--- src/rtl/addr_rule_pkg.sv ---
package addr_rule_pkg;

  // Outcome of one decode before it is registered
  typedef enum logic [1:0] {
    DEC_MISS = 2'd0,
    DEC_RULE = 2'd1,
    DEC_DFLT = 2'd2
  } dec_kind_e;

endpackage

--- src/rtl/addr_rule_cmp.sv ---
// One comparator per rule: half-open range test plus a port-range check.
module addr_rule_cmp #(
  parameter int unsigned ADDR_W    = 32,
  parameter int unsigned IDX_W     = 3,
  parameter int unsigned NUM_PORTS = 5
) (
  input  logic [ADDR_W-1:0] addr_i,
  input  logic [ADDR_W-1:0] lo_i,
  input  logic [ADDR_W-1:0] hi_i,
  input  logic [IDX_W-1:0]  port_i,
  output logic              match_o
);

  localparam int unsigned LIM_W = IDX_W + 1;
  localparam logic [LIM_W-1:0] PORT_LIM = LIM_W'(NUM_PORTS);

  logic above_lo;
  logic below_hi;
  logic port_ok;

  always_comb begin
    above_lo = (addr_i >= lo_i);
    below_hi = (addr_i < hi_i);
    port_ok  = ({1'b0, port_i} < PORT_LIM);
    match_o  = above_lo && below_hi && port_ok;
  end

endmodule

--- src/rtl/addr_rule_pick.sv ---
// Priority stage: the highest table position among the matching rules wins.
module addr_rule_pick #(
  parameter int unsigned NUM_RULES = 4,
  parameter int unsigned IDX_W     = 3
) (
  input  logic [NUM_RULES-1:0]            match_i,
  input  logic [NUM_RULES-1:0][IDX_W-1:0] port_i,
  output logic                            any_o,
  output logic [IDX_W-1:0]                idx_o
);

  always_comb begin
    any_o = 1'b0;
    idx_o = '0;
    for (int r = 0; r < NUM_RULES; r++) begin
      if (match_i[r]) begin
        any_o = 1'b1;
        idx_o = port_i[r];
      end
    end
  end

endmodule

--- src/rtl/addr_rule_decoder.sv ---
// Rule table address decoder with an optional fallback port; outputs registered.
module addr_rule_decoder
  import addr_rule_pkg::*;
#(
  parameter int unsigned ADDR_W    = 32,
  parameter int unsigned NUM_RULES = 4,
  parameter int unsigned NUM_PORTS = 5,
  parameter int unsigned IDX_W     = 3
) (
  input  logic                             clk,
  input  logic                             rst,
  input  logic [ADDR_W-1:0]                addr_i,
  input  logic [NUM_RULES-1:0][IDX_W-1:0]  rule_port_i,
  input  logic [NUM_RULES-1:0][ADDR_W-1:0] rule_start_i,
  input  logic [NUM_RULES-1:0][ADDR_W-1:0] rule_end_i,
  input  logic                             dflt_en_i,
  input  logic [IDX_W-1:0]                 dflt_idx_i,
  output logic [IDX_W-1:0]                 tgt_idx_o,
  output logic                             hit_o,
  output logic                             decerr_o
);

  localparam int unsigned LIM_W = IDX_W + 1;
  localparam logic [LIM_W-1:0] PORT_LIM = LIM_W'(NUM_PORTS);

  logic [NUM_RULES-1:0] rule_match;
  logic                 any_match;
  logic [IDX_W-1:0]     rule_idx;
  logic                 dflt_ok;
  dec_kind_e            kind;
  logic [IDX_W-1:0]     next_idx;

  for (genvar g = 0; g < NUM_RULES; g++) begin : g_rule
    addr_rule_cmp #(
      .ADDR_W    (ADDR_W),
      .IDX_W     (IDX_W),
      .NUM_PORTS (NUM_PORTS)
    ) cmp_i (
      .addr_i  (addr_i),
      .lo_i    (rule_start_i[g]),
      .hi_i    (rule_end_i[g]),
      .port_i  (rule_port_i[g]),
      .match_o (rule_match[g])
    );
  end

  addr_rule_pick #(
    .NUM_RULES (NUM_RULES),
    .IDX_W     (IDX_W)
  ) pick_i (
    .match_i (rule_match),
    .port_i  (rule_port_i),
    .any_o   (any_match),
    .idx_o   (rule_idx)
  );

  always_comb begin
    dflt_ok = dflt_en_i && ({1'b0, dflt_idx_i} < PORT_LIM);
    if (any_match)    kind = DEC_RULE;
    else if (dflt_ok) kind = DEC_DFLT;
    else              kind = DEC_MISS;
    case (kind)
      DEC_RULE: next_idx = rule_idx;
      DEC_DFLT: next_idx = dflt_idx_i;
      default:  next_idx = '0;
    endcase
  end

  always_ff @(posedge clk) begin
    if (rst) begin
      tgt_idx_o <= '0;
      hit_o     <= 1'b0;
      decerr_o  <= 1'b0;
    end else begin
      tgt_idx_o <= next_idx;
      hit_o     <= (kind != DEC_MISS);
      decerr_o  <= (kind == DEC_MISS);
    end
  end

endmodule

--- config.mk ---
export PLATFORM = sky130hd
export DESIGN_NAME = addr_rule_decoder
export DESIGN_NICKNAME = d
export VERILOG_FILES = /design/src/rtl/addr_rule_pkg.sv /design/src/rtl/addr_rule_cmp.sv /design/src/rtl/addr_rule_pick.sv /design/src/rtl/addr_rule_decoder.sv
export SDC_FILE = /design/constraint.sdc
export NUM_CORES = 1
export LEC_CHECK = 0
export CORE_ASPECT_RATIO = 1.4
export CORE_MARGIN = 2
export CORE_UTILIZATION = 47
export CTS_CLUSTER_SIZE = 14
export DETAILED_ROUTE_END_ITERATION = 6
export HOLD_SLACK_MARGIN = 0.12
export PLACE_DENSITY_LB_ADDON = 0.1
export SKIP_LAST_GASP = 1
export SYNTH_ARGS = -nofsm -noshare
export SYNTH_HDL_FRONTEND = slang
export SYNTH_SLANG_ARGS = --single-unit
--- constraint.sdc ---
create_clock -name clk -period 5.78 [get_ports clk]
set_input_delay 1.156 -clock clk [delete_from_list [all_inputs] [get_ports clk]]
set_output_delay 1.156 -clock clk [all_outputs]
set_load 0.05 [all_outputs]
==> summary.md <==
| Metric | Value |
|---|---|
| Area leader, netlist | ha_1 |
| Synthesized area | approximately 6600 sq um |
| Die Height | 144 microns |
| Main combinational cell family by area after synthesis | adder cells |
| Slew Viols, Final | 0 |
| Final hold vios | 0 |
| Area growth, synth to finish | 51.6% |
| RSZ-0062 raised after global routing | false |
| Net Count, Synth | roughly 1,500 |
| Multi-input gate area | 5520 sq um |
| Post-synthesis cell count | 918 |
| DIE WIDTH | approximately 100 microns |
| Crit-path max FO | 5 |
| Min Tclk post-route | 4130 ps |
| Top cell type's share of synthesized area | 47.8% |
| Cts hold-fix bufs | 0 |
| Drt wl/cell | 15.6 microns |
| Register area | 100 sq um |
| Core Area | 13,800 sq um |
| Worst EP required | 5940 ps |
| Pwr/cell area | roughly 84 nW/um^2 |
| HP Class | in2reg |
| Hpwl dp | 20.2 mm |
| Finished Cell Area | 10000 sq um |
| DRC Markers | 0 |
| Overall power | 841 uW |
| Clk root buf | clkbuf_16 |
| Worst hold stages | 2 |
| Top FF cell, synth | dfxtp_1 |
| Num rows | 51 |
| Arr. time, crit path | 4290 ps |
| Outcome | finished clean |
| Post-place setup slack | 1510 ps |
| YS warnings | 0 |
| CTS clock-pin slew for the worst setup and hold paths | approximately 30 ps |
| CTS max path bufs | 2 |
| Gpl congestion | 0.913 |
| Post-synthesis xor/xnor area fraction | 0% |
| Synth Area in Simple Gates | 15.1% |
| Multiplexer share of the synthesized area | 0% |
| Setup CP Type | in2reg |
| Maximum vdd drop | between 0.00005 and 0.00006 V |
| Critical Path End Type | register |
| Avg Cell Area, Syn | 7.18 sq um |
| CTS Sinks | 5 |
| Slew HR | 59.5% |
| Vias in the first global route | 7,393 |
| Fin Hold WS | 1580 ps |
| EDFF count, synth | 0 |
| Area after DPL | 9920 sq um |
| LEAKAGE | between 5 and 6 nW |
| Final wirelength | around 22 mm |
| Setup Total Neg Slack | 0 ps |
| Post-synthesis compound-gate area fraction | 20.9% |
| CP Launch Type | primary input |
| First-iteration detailed-routing DRC count | 218 |
| Fin worst setup slack | 1650 ps |
| H-Tree Depth | 1 |
| First-pass iteration count of the detailed router | 4 |
| Worst setup path endpoint | tgt_idx_o[0]$_SDFF_PP0_ |
| Final period util | 71.4% |
| Least-Margin Pin Slew | approximately 600 ps |
| Layout cells sized above 1 | 1.30% |
| GRT Util Overall | ~30% |
| Max cap viols | 0 |
| Register area share after synthesis | 1.52% |
| Max frequency | 242 MHz |
| Async SR Flop Fraction | 0% |
| Adder-cell share of the synthesized area | a little under half |
| ANT nets after route | 0 |
| Largest net degree at the start of global routing | 9 |
| Most frequent cell after synthesis | inv_1 |
| Setup violations, final | 0 |
| Initial Utilization | between 40% and 50% |
| Io pins | 311 |
| Top post-synthesis cells by count | 256 x inv_1, 252 x ha_1, 79 x a21oi_1 |
| Initial antenna violation count | 1 |
| CTS buffer count | 3 |
| Die area | 15,000 sq um |
| First-pass GRT wire length | 35.1 mm |
| Vias per inst | 5.23 |
| Filler instances | around 1,200 |
| CTS tree | yes |
| Vias | around 7,400 |
| Nets@finish | 1,790 |
| Top post-synthesis cells by area | ha_1 48%, inv_1 15%, a21oi_1 6.0%, nand4_1 3.6%, a21o_1 3.1% |
| Crit. Startpoint | addr_i[0] |
| GRT Residual Overflow | 0 |
| Post-CTS Resized | 0 |
| Port bufs | 310 |
| Distinct cells, synth | 57 |
| Flops & latches, synth | 5 |
| Post-CTS setup buffer count | 0 |
## layout make-up
cell class                      instances  area share (%)
Multi-Input combinational cell        656            55.2
Timing Repair Buffer                  310            31.0
Inverter                              256            9.61
Tap cell                              185            2.32
Sequential cell                         5            1.00
Clock buffer                            4           0.788
Antenna cell                            1          0.0250
## flip-flops by register name, indices dropped and copies added, names as in the netlist
register	count
decerr_o	1
tgt_idx_o	3
hit_o	1
## logic make-up after synthesis
family	Yosys count
buf+inv	257
fa+ha+maj	252
compound gates	214
simple gates	190
flops	5
## worst max-delay path, cell delays in order
cell and delay, ps:
clkdlybuf4s50_1 540, inv_1 140, ha_1 310, nand2b_1 140, a2111oi_0 590, o32ai_1 160
or4_1 490, a21oi_2 180, o22ai_1 110, a21oi_2 240, a32oi_1 140, o21ai_1 90
## worst min path at each step
stage	from	endpoint	slack, ps
2_1_floorplan	rst	hit_o$_SDFF_PP0_	1230
4_1_cts	rst	hit_o$_SDFF_PP0_	1560
5_1_grt	rst	hit_o$_SDFF_PP0_	1570
3_5_place_dp	rst	hit_o$_SDFF_PP0_	1780
3_3_place_gp	rst	hit_o$_SDFF_PP0_	1780
6_report	rst	hit_o$_SDFF_PP0_	1580
## power breakdown
group,internal [mW],switching [mW]
Clock,0.0916,0.0249
Combinational,0.373,0.309
Sequential,0.0398,0.00205
## metal layers
| metal | GRT usage [%] | up-vias | part of all wire [%] |
|---|---|---|---|
| li1 | - | 3835 | - |
| met1 | 29.6 | 3272 | 37 |
| met2 | 58.7 | 252 | 53 |
| met3 | 5.09 | 56 | 5.9 |
| met4 | 11.8 | 0 | 4.5 |
| met5 | 0 | - | 0 |
## through the flow
step,utilization [%],instances
finish,72.5,1417
global route,72.5,1417
CTS,72.5,1416
detailed placement,71.9,1412
global placement,71.9,1412
floorplan,-,918
## placed cells by master, fill, tap and decap left out, types with 3 or more instances in the layout
cell type        count
a32oi_1              3
dfxtp_1              5
nand4_1             38
nand3_1             20
nand2b_1             7
nand2_1             49
clkdlybuf4s50_1    310
o21ai_0             40
ha_1               252
o21ai_1              4
clkbuf_16            3
a211oi_1             8
nor2_1              31
and4_1               5
a221oi_1             8
nor2b_1              5
a21oi_1             79
o21a_1               5
and3_1               4
nor4_1               8
inv_1              256
o211a_1              3
nor3_1               8
o211ai_1             3
a21o_1              27
a2111oi_0            5
(Power assumes the default switching activity.)
